### src/rtl/prv_pkg.sv
package prv_pkg;

  // Which part of the address map an offset falls in.
  typedef enum logic {
    SEG_FIXED  = 1'b0,
    SEG_ASSIGN = 1'b1
  } seg_e;

  // Result of the privilege check for one request.
  typedef enum logic {
    VERD_DENY  = 1'b0,
    VERD_ALLOW = 1'b1
  } verdict_e;

endpackage

### src/rtl/prv_decode.sv
module prv_decode #(
  parameter int ADDR_W    = 8,
  parameter int SUP_WORDS = 16,
  parameter int MODE_ADDR = 0
) (
  input  logic [ADDR_W-1:0] addr,
  output prv_pkg::seg_e     seg,
  output logic              is_mode
);
  localparam logic [ADDR_W:0]   LIMIT    = (ADDR_W+1)'(SUP_WORDS);
  localparam logic [ADDR_W-1:0] MODE_OFS = ADDR_W'(MODE_ADDR);

  always_comb begin
    seg     = ({1'b0, addr} < LIMIT) ? prv_pkg::SEG_FIXED : prv_pkg::SEG_ASSIGN;
    is_mode = (addr == MODE_OFS);
  end
endmodule

### src/rtl/prv_policy.sv
module prv_policy (
  input  prv_pkg::seg_e     seg,
  input  logic              super_mode,
  input  logic              assign_open,
  output prv_pkg::verdict_e verdict
);
  always_comb begin
    if (super_mode)
      verdict = prv_pkg::VERD_ALLOW;
    else if (seg == prv_pkg::SEG_ASSIGN && assign_open)
      verdict = prv_pkg::VERD_ALLOW;
    else
      verdict = prv_pkg::VERD_DENY;
  end
endmodule

### src/rtl/prv_cfg.sv
module prv_cfg #(
  parameter int DATA_W   = 16,
  parameter int MODE_BIT = 0
) (
  input  logic              clk,
  input  logic              rst,
  input  logic              wr_en,
  input  logic              wr_bit,
  output logic              mode_open,
  output logic [DATA_W-1:0] rd_word
);
  logic mode_q;

  always_ff @(posedge clk) begin
    if (rst)        mode_q <= 1'b0;
    else if (wr_en) mode_q <= wr_bit;
  end

  assign mode_open = mode_q;

  // Place the mode bit at its data position; all other bits read zero.
  for (genvar i = 0; i < DATA_W; i++) begin : g_rd
    if (i == MODE_BIT) begin : g_bit
      assign rd_word[i] = mode_q;
    end else begin : g_zero
      assign rd_word[i] = 1'b0;
    end
  end
endmodule

### src/rtl/prv_resp.sv
module prv_resp #(
  parameter int DATA_W = 16
) (
  input  logic              clk,
  input  logic              rst,
  input  logic              fire,
  input  logic              allow,
  input  logic [DATA_W-1:0] rdata_next,
  output logic              busy,
  output logic              ack,
  output logic              err,
  output logic [DATA_W-1:0] rdata
);
  always_ff @(posedge clk) begin
    if (rst) begin
      busy  <= 1'b0;
      ack   <= 1'b0;
      err   <= 1'b0;
      rdata <= '0;
    end else begin
      busy  <= fire;
      ack   <= fire & allow;
      err   <= fire & ~allow;
      rdata <= fire ? rdata_next : '0;
    end
  end
endmodule

### src/rtl/prv_access_gate.sv
module prv_access_gate #(
  parameter int ADDR_W    = 8,
  parameter int DATA_W    = 16,
  parameter int SUP_WORDS = 16,
  parameter int MODE_ADDR = 0,
  parameter int MODE_BIT  = 0
) (
  input  logic              clk,
  input  logic              rst,
  input  logic              req_valid,
  output logic              req_ready,
  input  logic [ADDR_W-1:0] req_addr,
  input  logic              req_write,
  input  logic              req_super,
  input  logic [DATA_W-1:0] req_wdata,
  output logic              rsp_ack,
  output logic              rsp_err,
  output logic [DATA_W-1:0] rsp_rdata,
  output logic              per_stb,
  output logic              per_write,
  output logic [ADDR_W-1:0] per_addr,
  output logic [DATA_W-1:0] per_wdata,
  input  logic [DATA_W-1:0] per_rdata
);
  prv_pkg::seg_e     seg;
  prv_pkg::verdict_e verdict;
  logic              is_mode;
  logic              mode_open;
  logic [DATA_W-1:0] mode_word;
  logic              busy;
  logic              take;
  logic              allow;
  logic [DATA_W-1:0] rdata_next;

  prv_decode #(
    .ADDR_W   (ADDR_W),
    .SUP_WORDS(SUP_WORDS),
    .MODE_ADDR(MODE_ADDR)
  ) u_dec (
    .addr   (req_addr),
    .seg    (seg),
    .is_mode(is_mode)
  );

  prv_policy u_pol (
    .seg        (seg),
    .super_mode (req_super),
    .assign_open(mode_open),
    .verdict    (verdict)
  );

  assign req_ready = ~busy & ~rst;
  assign take      = req_valid & req_ready;
  assign allow     = (verdict == prv_pkg::VERD_ALLOW);

  prv_cfg #(
    .DATA_W  (DATA_W),
    .MODE_BIT(MODE_BIT)
  ) u_cfg (
    .clk      (clk),
    .rst      (rst),
    .wr_en    (take & allow & is_mode & req_write),
    .wr_bit   (req_wdata[MODE_BIT]),
    .mode_open(mode_open),
    .rd_word  (mode_word)
  );

  // Forward allowed requests for ordinary registers to the peripheral.
  assign per_stb   = take & allow & ~is_mode;
  assign per_write = req_write;
  assign per_addr  = req_addr;
  assign per_wdata = req_wdata;

  always_comb begin
    if (!allow || req_write) rdata_next = '0;
    else if (is_mode)        rdata_next = mode_word;
    else                     rdata_next = per_rdata;
  end

  prv_resp #(
    .DATA_W(DATA_W)
  ) u_rsp (
    .clk       (clk),
    .rst       (rst),
    .fire      (take),
    .allow     (allow),
    .rdata_next(rdata_next),
    .busy      (busy),
    .ack       (rsp_ack),
    .err       (rsp_err),
    .rdata     (rsp_rdata)
  );
endmodule


### config.mk
export PLATFORM = sky130hd
export DESIGN_NAME = prv_access_gate
export DESIGN_NICKNAME = d
export VERILOG_FILES = /design/src/rtl/prv_pkg.sv /design/src/rtl/prv_decode.sv /design/src/rtl/prv_policy.sv /design/src/rtl/prv_cfg.sv /design/src/rtl/prv_resp.sv /design/src/rtl/prv_access_gate.sv
export SDC_FILE = /design/constraint.sdc
export NUM_CORES = 1
export LEC_CHECK = 0
export CAP_MARGIN = 0
export CORE_MARGIN = 3
export CORE_UTILIZATION = 29
export DETAILED_ROUTE_END_ITERATION = 6
export GPL_ROUTABILITY_DRIVEN = 0
export PLACE_DENSITY_LB_ADDON = 0.05
export SYNTH_ARGS = -nofsm -noshare
export SYNTH_HDL_FRONTEND = slang
export SYNTH_SLANG_ARGS = --single-unit
### constraint.sdc
create_clock -name clk -period 2.17 [get_ports clk]
set_input_delay 0.434 -clock clk [delete_from_list [all_inputs] [get_ports clk]]
set_output_delay 0.434 -clock clk [all_outputs]
set_load 0.1 [all_outputs]
======== After elaboration in Yosys (flattened, before gate mapping) ========
Index checks and enable logic that the tools add are counted.
cells by class
  magnitude comparators ................... 1
  mux-type cells .......................... 4
  bitwise logic cells ..................... 12
  reduce and logical (&&, ||, !) cells .... 6
operators by type and width
  cell                                                                          count
  8-bit logical NOT                                                             1
  8-bit by 5-bit less-than comparator with 1-bit output, second input constant  1
  1-bit AND                                                                     7
  1-bit NOT                                                                     5
  1-bit two-way mux                                                             4
  4-bit OR reduction                                                            1
  3-bit OR reduction                                                            1
  1-bit logical AND                                                             1
  1-bit logical NOT                                                             1
  1-bit logical OR                                                              1
storage, ports and cells
  bits in registers ....................... 20
  logic and storage cells ................. 29

======== Longest topological paths before layout ========
Gate-level depths: netlist of run 1.
  word-level depth ........................ 8
  gate-level depth with buffers ........... 5
  depth with buffers taken out ............ 3

======== Hierarchy ========
Synthesis of run 1 repeated with hierarchy kept, for this count alone.
unflattened totals
  cells, all modules ...................... 130
  area total of the unflattened synthesis .. 1267.5 µm²
modules (own cells, without submodules)
  module           times used  cells each  area each (µm²)  sequential area each (µm²)
  prv_resp         1           40          579.3            380.4
  prv_access_gate  1           66          498.0            0.0
  prv_cfg          1           20          157.7            20.0
  prv_decode       1           3           25.0             0.0
  prv_policy       1           1           7.5              0.0

======== Worst setup path before layout of run 1 ========
Ideal clock, no wire load.
  path kind ............................... input-to-output
  from .................................... input port req_addr[7]
  to ...................................... output port per_stb
  arrival ................................. 2.451 ns
  data required time ...................... 1.736 ns
  setup slack ............................. -0.715 ns
  stages .................................. 5
  cell sequence ........................... or4_4 -> buf_6 -> nand2_1 -> buf_2 -> a21oi_1
on the way
  word-level cells in the longest chain between the ends .. 7
  elaborated cells on any way between the ends .. 9
  those cells by class .................... order compare: 1; mux: 3; bitwise: 3; reduce/logical: 2
RTL lines
  what                                                   line                   source
  start, declared                                        prv_access_gate.sv:12  input logic [ADDR_W-1:0] req_addr,
  8-bit by 5-bit less-than comparator with 1-bit output  prv_decode.sv:14       seg = ({1'b0, addr} < LIMIT) ? prv_pkg::SEG_FIXED : prv_pkg::SEG_ASSIGN;
  1-bit two-way mux                                      prv_decode.sv:14
  1-bit logical AND                                      prv_policy.sv:10       else if (seg == prv_pkg::SEG_ASSIGN && assign_open)
  1-bit two-way mux                                      prv_policy.sv:10
  1-bit two-way mux                                      prv_policy.sv:8        if (super_mode)
  1-bit AND                                              prv_access_gate.sv:69  assign per_stb = take & allow & ~is_mode;
  1-bit AND *                                            prv_access_gate.sv:69
  end, declared                                          prv_access_gate.sv:19  output logic per_stb,
Every way passes the cells marked *; elsewhere a longest branch is shown, timed or not.

======== Worst setup path after layout of run 1 ========
  from .................................... input port req_valid
  to ...................................... output port per_stb
on the way
  word-level cells in the longest chain between the ends .. 3
RTL lines
  what                    line                   source
  start, declared         prv_access_gate.sv:10  input logic req_valid,
  1-bit AND               prv_access_gate.sv:53  assign take = req_valid & req_ready;
  1-bit AND (2 in a row)  prv_access_gate.sv:69
Every way passes these cells.

==> results of run 1 <==
-- per-stage QoR --
stage,utilization [%],total power (W),area (µm²)
global route,54.63,0.0008803,1572
floorplan,-,0.0006860,922.1
detailed placement,53.72,0.0006858,1545
finish,54.63,0.0008359,1572
CTS,54.63,0.0008517,1572
global placement,53.72,0.0006845,1545
-- metal layers --
metal	part of all wire [%]	vias to the layer above
met3	12	10
met1	33	367
met5	0	-
li1	-	417
met2	52	47
met4	2.6	0
-- critical path, stage by stage --
cell	delay [ns]
clkdlybuf4s50_1	0.49
or3b_4	0.42
a21oi_4	0.15
buf_12	0.19
-- placed cells by master (no fill, tap or decap), types with 2 or more instances in the layout --
master / n
a21oi_1: 16
clkbuf_4: 3
nand2b_1: 2
or4_4: 2
inv_1: 2
nand2_1: 17
clkdlybuf4s50_1: 21
buf_12: 12
buf_4: 34
dlygate4sd2_1: 8
dfxtp_1: 20
-- final cells by class --
type	instances	share of cell area [%]
timing repair buffer	75	49.36
clock buffer	3	1.433
tap	42	3.344
multi-input combinational	51	19.90
inverter	2	0.4777
sequential	20	25.48
-- kinds of logic (layout without fill, tap and decap cells) --
family	after synthesis	after routing	share of synthesized area, %
AND/OR/NAND/NOR	30	30	18.68
multiplexers	1	1	1.099
flip-flops	20	20	43.96
AO/OA/AOI/OAI	20	20	11.81
buffers and inverters	31	80	24.45
-- synth_stat cells --
cell type  number  share of area (%)
a21oi_1        17                9.3
a31oi_1         1               0.69
and3_1          1               0.69
buf_2           1               0.55
buf_4          26                 21
buf_6           1                1.2
clkbuf_1        1               0.41
dfxtp_1        20                 44
inv_1           2               0.82
mux2i_1         1                1.1
nand2_1        17                7.0
nand2b_1        2                1.4
nand3_1         1               0.55
nor2_1          1               0.41
nor4_2          1                1.4
nor4b_2         1                1.6
o211ai_1        1               0.82
o21ai_2         1               0.96
or2_2           1               0.69
or3_1           1               0.69
or3b_2          1               0.96
or4_1           1               0.82
or4_4           1                1.2
or4bb_1         1                1.2
-- path summary, 6_finish.rpt --
kind                                startpoint                      endpoint  slack (ns)
setup / recovery                     req_valid                       per_stb        0.05
hold / removal    u_cfg.mode_open$_SDFFE_PP0P_  u_cfg.mode_open$_SDFFE_PP0P_        0.54
setup reg to reg         u_rsp.busy$_SDFF_PP0_     u_rsp.rdata[0]$_SDFF_PP0_        0.76
hold reg to reg   u_cfg.mode_open$_SDFFE_PP0P_  u_cfg.mode_open$_SDFFE_PP0P_        0.54
-- power by group --
group	switching [W]	leakage [nW]	total, W	internal (W)
Clock	0.0000980	0.0138	0.000162	0.0000644
Combinational	0.000177	0.494	0.000297	0.000120
Sequential	0.00000274	0.162	0.000377	0.000374
Total	0.000278	0.670	0.000836	0.000558
-- what timing repair did --
action	in CTS	in global routing
endpoints found under the hold margin	0	0
endpoints found under the setup margin	1	0
buffers inserted	0	0
gates resized for setup	11	0
-- flip-flops by register name (all words and copies together), names as in the netlist --
| register | cells |
|---|---|
| u_rsp.ack | 1 |
| u_rsp.err | 1 |
| u_rsp.busy | 1 |
| u_rsp.rdata | 16 |
| u_cfg.mode_open | 1 |
==> impl_metrics.tcl, run 1 <==
set metrics [dict create \
    outcome "finished, final reports clean" \
    drc_errors 0 \
    hp-class "register to register" \
    post-route-period-util_pct 97.86 \
    die_h_um 62.05 \
    ctsLongestPathBuffers 2 \
    wire_per_inst_um 11.95 \
    drtPass1Iterations 4 \
    power.leakage_nw 0.6697 \
    startpoint_type "input port" \
    nets 198 \
    antenna_cells 0 \
    final_cells 193 \
    grt_pass1_wl_um 3650 \
    grt-ovfl-total 0 \
    grtUsageMet1_pct 12.20 \
    synth_cell_types 24 \
    fin_skew_ns 0.002002 \
    synthesis.nets 147 \
    vias 841 \
    powerDensity_mw_per_mm2 531.9 \
    slew_headroom_pct 81.08 \
    use_met2_pct 23.22 \
    criticalPathCategory "input port to output port" \
    rr_worst_depth 4 \
    clk_pin_slew_ns 0.10 \
    port_buffers 59 \
    holdWs_ns 0.5381 \
    min_period_ns 2.124 \
    ys_warn_count 0 \
    cp_max_fo 3 \
    worst_pin_slew_ns 0.2861 \
    dieArea_mm2 0.003850 \
    core_mm2 0.002877 \
    avgSynthCellArea_um2 8.930 \
    cts_tree "done" \
    h-tree-depth 1 \
    ir_worst_vdd_mv 0.2196 \
    synth_area_um2 910.9 \
    grt_usage_pct 12.99 \
    drt-initial-drc-count 43 \
    start_util_pct 31.67 \
    cp.required_ns 1.74 \
    setup_slack_ns 0.04647 \
    die_w_um 62.05 \
    register_area_um2 400.4 \
    layout-drive-gt1-share_pct 37.75 \
    end_kind "output port" \
    antenna_found_initial 0 \
    clock-sinks 20 \
    hold_buffers 0 \
    finalHoldViolCount 0 \
    setup_viol 0 \
    multi_input_area_um2 312.8 \
    holdPathStages 2 \
    maxCapViolations 0 \
    antenna_left 0 \
    area_growth_pct 72.53 \
    busiest_layer "met2" \
    max_freq_mhz 470.9 \
    ys_seq_elements 20 \
    io_pins 90 \
    num_rows 19 \
    dp.cells 190 \
    ctsRootBufferMaster "clkbuf_4" \
    grt_max_degree 18 \
    grt_pass1_vias 856 \
    viasPerCell 4.358 \
    met3_usage_pct 6.198 \
    dp_hpwl_um 1853 \
    wl_um 2306 \
    fin_tns_setup_ns 0 \
    cp_data_arrival_time_ns 1.69 \
    slew_viol_final 0 \
    insertion_delay_ns 0.28 \
    syn_inst 102 \
    numCtsBuffers 3 \
    seq_area_frac_synth_pct 43.96 \
    dpl_worst_slack_ns -0.1590 \
    rsz0062_at_grt "false" \
    fill_cells 277 \
]
No activity file was read; power rests on OpenSTA's default activity.
==> run 2, diff against run 1 <==
--- a/config.mk
+++ b/config.mk
@@ -6,8 +6,10 @@
 export NUM_CORES = 1
 export LEC_CHECK = 0
 export CAP_MARGIN = 0
+export CELL_PAD_IN_SITES_DETAIL_PLACEMENT = 2
+export CELL_PAD_IN_SITES_GLOBAL_PLACEMENT = 2
 export CORE_MARGIN = 3
-export CORE_UTILIZATION = 29
+export CORE_UTILIZATION = 14
 export DETAILED_ROUTE_END_ITERATION = 6
 export GPL_ROUTABILITY_DRIVEN = 0
 export PLACE_DENSITY_LB_ADDON = 0.05
==> run 2 against run 1 <==
Against the previous run: non-clock buffer count unchanged; count of clock-buffer cells in the layout stayed put; final area increased by 3.8%; setup slack better by 0.0061 ns; sequential power is essentially flat; final cell count grew 17%; combinational power increased by 1%; utilization down 28 points; largest power group unchanged; die area is 95% higher; sequential cell count stayed put.
==> impl_metrics.tcl, run 2 (synthesis results as in run 1) <==
set metrics [dict create \
    ir_worst_vdd_mv 0.1763 \
    final_util_pct 26.77 \
    area_growth_pct 79.12 \
    final_common_cell "buf_4" \
    dp_hpwl_um 2656 \
    nets 198 \
    layout-drive-gt1-share_pct 37.75 \
    drtPass1Iterations 2 \
    h-tree-depth 1 \
    grt-ovfl-total 0 \
    numCtsBuffers 3 \
    core_mm2 0.006096 \
    antenna_cells 0 \
    powerDensity_mw_per_mm2 564.5 \
    drt-initial-drc-count 7 \
    cp_data_arrival_time_ns 1.68 \
    rsz0062_at_grt "false" \
    die_h_um 86.66 \
    start_util_pct 14.94 \
    fin_skew_ns 0.003605 \
    setup_slack_ns 0.05256 \
    grt_pass1_vias 994 \
    grt_max_degree 18 \
    max_freq_mhz 472.3 \
    power.leakage_nw 0.6775 \
    maxCapViolations 0 \
    wl_um 3192 \
    drc_errors 0 \
    dpl_worst_slack_ns -0.2129 \
    crit_slowest_cell "or4_4" \
    antenna_left 0 \
    dieArea_mm2 0.007510 \
    antenna_found_initial 0 \
    cp_top_family "simple AND/OR/NAND/NOR gates" \
    min_period_ns 2.117 \
    startpoint_type "input port" \
    ctsRootBufferMaster "clkbuf_8" \
    hp-class "register to register" \
    ctsLongestPathBuffers 2 \
    largest_reg_flops 16 \
    clk_pin_slew_ns 0.08 \
    largest-register "u_rsp.rdata" \
    layout_common_cells "34 x buf_4, 21 x clkdlybuf4s50_1, 20 x dfxtp_1, 17 x nand2_1, 16 x a21oi_1" \
    grt_usage_pct 8.891 \
    post-route-period-util_pct 97.58 \
    criticalPathCategory "input port to output port" \
    clock-sinks 20 \
    p_total_w 0.0009211 \
    end_kind "output port" \
    die_w_um 86.66 \
    crit_path_cell_trace "dlygate4sd2_1 > or4_4 > o21ai_4 > a21oi_4 > buf_12" \
    cts_tree "done" \
    cp.required_ns 1.74 \
    worst_pin_slew_ns 0.2862 \
    slew_headroom_pct 81.08 \
    grt_pass1_wl_um 5119 \
    cp_max_fo 4 \
    r2r_slack_ns 0.72 \
    num_rows 28 \
    insertion_delay_ns 0.25 \
    outcome "finished, final reports clean" \
    io_pins 90 \
    wire_per_inst_um 14.12 \
    slowest_delay_ns 0.58 \
    port_buffers 59 \
    viasPerCell 3.819 \
    setup_viol 0 \
    crit_buf_inv 2 \
    vias 863 \
    finalHoldViolCount 0 \
    slew_viol_final 0 \
]
-- run 2: cell type report --
class	count	area [µm²]
Clock buffer	3	41.29
Fill cell	725	4464
Inverter	2	7.507
Multi-Input combinational cell	51	312.8
Sequential cell	20	400.4
Tap cell	75	93.84
Timing Repair Buffer	75	775.7
-- run 2: worst paths after layout --
path,from,cells past startpoint,to
worst min register to register,u_cfg.mode_open$_SDFFE_PP0P_,2,u_cfg.mode_open$_SDFFE_PP0P_
worst max-delay path,req_addr[7],5,per_stb
worst min-delay path,u_cfg.mode_open$_SDFFE_PP0P_,2,u_cfg.mode_open$_SDFFE_PP0P_
worst max register to register,u_rsp.busy$_SDFF_PP0_,4,u_rsp.rdata[0]$_SDFF_PP0_
-- run 2: metal layers --
metal  vias to the layer above  GRT usage (%)  wire length, µm
li1                        411              -                -
met1                       406          9.570             1196
met2                        44          15.16             1644
met3                         2          4.087              321
met4                         0          3.399               30
met5                         -              0                0
-- run 2: power breakdown --
part	internal [W]	total [W]	switching (W)
clock	0.000123	0.000243	0.000120
sequential	0.000374	0.000377	0.00000295
combinational	0.000120	0.000301	0.000182
total	0.000617	0.000921	0.000304
-- run 2: tightest hold or removal path, cell delays in order, from the launching register on --
cell	delay, ns
dfxtp_1	0.34
nand2b_1	0.08
mux2i_1	0.06
-- run 2: per-stage QoR --
step	cells	TNS [ns]	instance area, µm²	hold WS [ns]
floorplan	102	0	922.1	0.4746
global placement	223	-0.2623	1587	0.5003
detailed placement	223	-0.3624	1587	0.5184
CTS	226	0	1632	0.5325
global route	226	0	1632	0.5695
finish	226	0	1632	0.5183
-- run 2: timing repair --
item / CTS / global route
endpoints found under the hold margin: 0 / 0
buffers inserted: 0 / 0
resized for setup: 11 / 0
hold buffers: 0 / 0
setup endpoints to repair: 1 / 0
==> run 3, diff against run 2 <==
--- a/config.mk
+++ b/config.mk
@@ -8,11 +8,12 @@
 export CAP_MARGIN = 0
 export CELL_PAD_IN_SITES_DETAIL_PLACEMENT = 2
 export CELL_PAD_IN_SITES_GLOBAL_PLACEMENT = 2
-export CORE_MARGIN = 3
-export CORE_UTILIZATION = 14
+export CORE_MARGIN = 2
+export CORE_UTILIZATION = 28
 export DETAILED_ROUTE_END_ITERATION = 6
+export DONT_BUFFER_PORTS = 1
 export GPL_ROUTABILITY_DRIVEN = 0
-export PLACE_DENSITY_LB_ADDON = 0.05
+export PLACE_DENSITY_LB_ADDON = 0.08
 export SYNTH_ARGS = -nofsm -noshare
 export SYNTH_HDL_FRONTEND = slang
 export SYNTH_SLANG_ARGS = --single-unit
==> run 3 against run 2 <==
Against the previous run: global-route usage increased by 2.6 points; sequential cell count is the same; clock power fell by 14%; wire length decreased by 35%; clock skew is essentially flat; via count is 20% lower; power shrank 25%; maximum frequency grew 5.8%; die area down 50%; worst hold slack lost 0.27 ns; first-iteration DRC count down 29%.
==> impl_metrics.tcl, run 3 (synthesis results as in run 1) <==
set metrics [dict create \
    outcome "finished, final reports clean" \
    cp.required_ns 1.74 \
    power.leakage_nw 0.3899 \
    vias 691 \
    core_mm2 0.003078 \
    criticalPathCategory "register to output port" \
    insertion_delay_ns 0.29 \
    ctsResizeCount 0 \
    layout_common_cells "22 x buf_4, 20 x dfxtp_1, 17 x nand2_1, 16 x a21oi_1, 3 x clkbuf_4" \
    antenna_found_initial 0 \
    ir_worst_vdd_mv 0.1643 \
    fin_area_um2 985.9 \
    min_period_ns 2.001 \
    grt-ovfl-total 0 \
    final_common_cell "buf_4" \
    grt_pass1_vias 710 \
    final_cells 144 \
    wl_um 2087 \
    post_cts_buffers 0 \
    dieArea_mm2 0.003725 \
    slew_headroom_pct 81.34 \
    start_util_pct 29.59 \
    end_kind "output port" \
    hp-class "input port to register" \
    layout-drive-gt1-share_pct 35.00 \
    nets 146 \
    place_area_um2 949.7 \
    drc_errors 0 \
    powerDensity_mw_per_mm2 700.2 \
    rsz0062_at_grt "false" \
    max_freq_mhz 499.7 \
    wire_per_inst_um 14.49 \
    post-route-period-util_pct 92.23 \
    largest-register "u_rsp.rdata" \
    grt_max_degree 18 \
    die_h_um 61.04 \
    setup_viol 0 \
    crit_path_cell_trace "or3b_2 > a21oi_4 > buf_12" \
    hold_buffers 0 \
    crit_slowest_cell "or3b_2" \
    die_w_um 61.04 \
    fill_cells 358 \
    area_growth_pct 8.242 \
    startpoint_type "register" \
    worst_pin_slew_ns 0.2822 \
    fin_skew_ns 0.003564 \
    drt-initial-drc-count 5 \
    largest_reg_flops 16 \
    viasPerCell 4.799 \
    fin_tns_setup_ns 0 \
    clock-sinks 20 \
    slew_viol_final 0 \
    dp_hpwl_um 1613 \
    cts_tree "done" \
    ctsLongestPathBuffers 2 \
    port_buffers 0 \
    drtPass1Iterations 2 \
    antenna_cells 0 \
    clk_pin_slew_ns 0.11 \
    h-tree-depth 1 \
    maxCapViolations 0 \
    io_pins 90 \
    finalHoldViolCount 0 \
    grt_pass1_wl_um 3125 \
    r2r_slack_ns 0.73 \
    slowest_delay_ns 0.55 \
    num_rows 20 \
    cp_data_arrival_time_ns 1.57 \
    holdWs_ns 0.2444 \
    grt_usage_pct 11.53 \
    ctsRootBufferMaster "clkbuf_4" \
    numCtsBuffers 3 \
    cp_max_fo 4 \
    antenna_left 0 \
    dp.cells 140 \
]
run 3: area by class of cell:
class | count | area [µm²] | share of cell area, %
Timing Repair Buffer | 23 | 185.2 | 18.78
Clock buffer | 4 | 36.28 | 3.680
Sequential cell | 20 | 400.4 | 40.61
Inverter | 2 | 7.507 | 0.7614
Multi-Input combinational cell | 51 | 301.5 | 30.58
Tap cell | 44 | 55.05 | 5.584
run 3: power breakdown:
group	total (W)	internal, W	switching [W]
sequential	0.000377	0.000374	0.00000320
clock	0.000210	0.000102	0.000108
combinational	0.000103	0.0000245	0.0000790
total	0.000690	0.000501	0.000190
run 3: worst max-delay path, delay by kind of cell (launching register included):
| family | cells | cell delay [ns] |
|---|---|---|
| flops | 1 | 0.37 |
| simple gates | 1 | 0.55 |
| buf+inv | 1 | 0.19 |
| compound gates | 1 | 0.17 |
run 3: worst paths after layout:
| check | cells past startpoint | end | from |
|---|---|---|---|
| setup / recovery | 3 | per_stb | u_rsp.busy$_SDFF_PP0_ |
| setup reg to reg | 3 | u_rsp.rdata[0]$_SDFF_PP0_ | u_rsp.busy$_SDFF_PP0_ |
| hold reg to reg | 2 | u_cfg.mode_open$_SDFFE_PP0P_ | u_cfg.mode_open$_SDFFE_PP0P_ |
| hold / removal | 2 | u_rsp.rdata[14]$_SDFF_PP0_ | per_rdata[14] |
run 3: per-stage QoR:
stage / utilization [%] / setup slack [ns] / power [W]
after CTS: 32.03 / 0.1377 / 0.0007080
after detailed placement: 30.85 / 0.1906 / 0.0004910
final: 32.03 / 0.1687 / 0.0006904
after floorplan: - / 0.02492 / 0.0006860
after global routing: 32.03 / 0.09025 / 0.0007320
after global placement: 30.85 / 0.1891 / 0.0004894
run 3: per-layer routing:
metal	track usage [%]	wire (µm)	vias to the layer above
met5	0	0	-
li1	-	-	308
met2	20.36	1096	50
met3	3.571	244	2
met4	6.832	34	0
met1	11.90	712	331
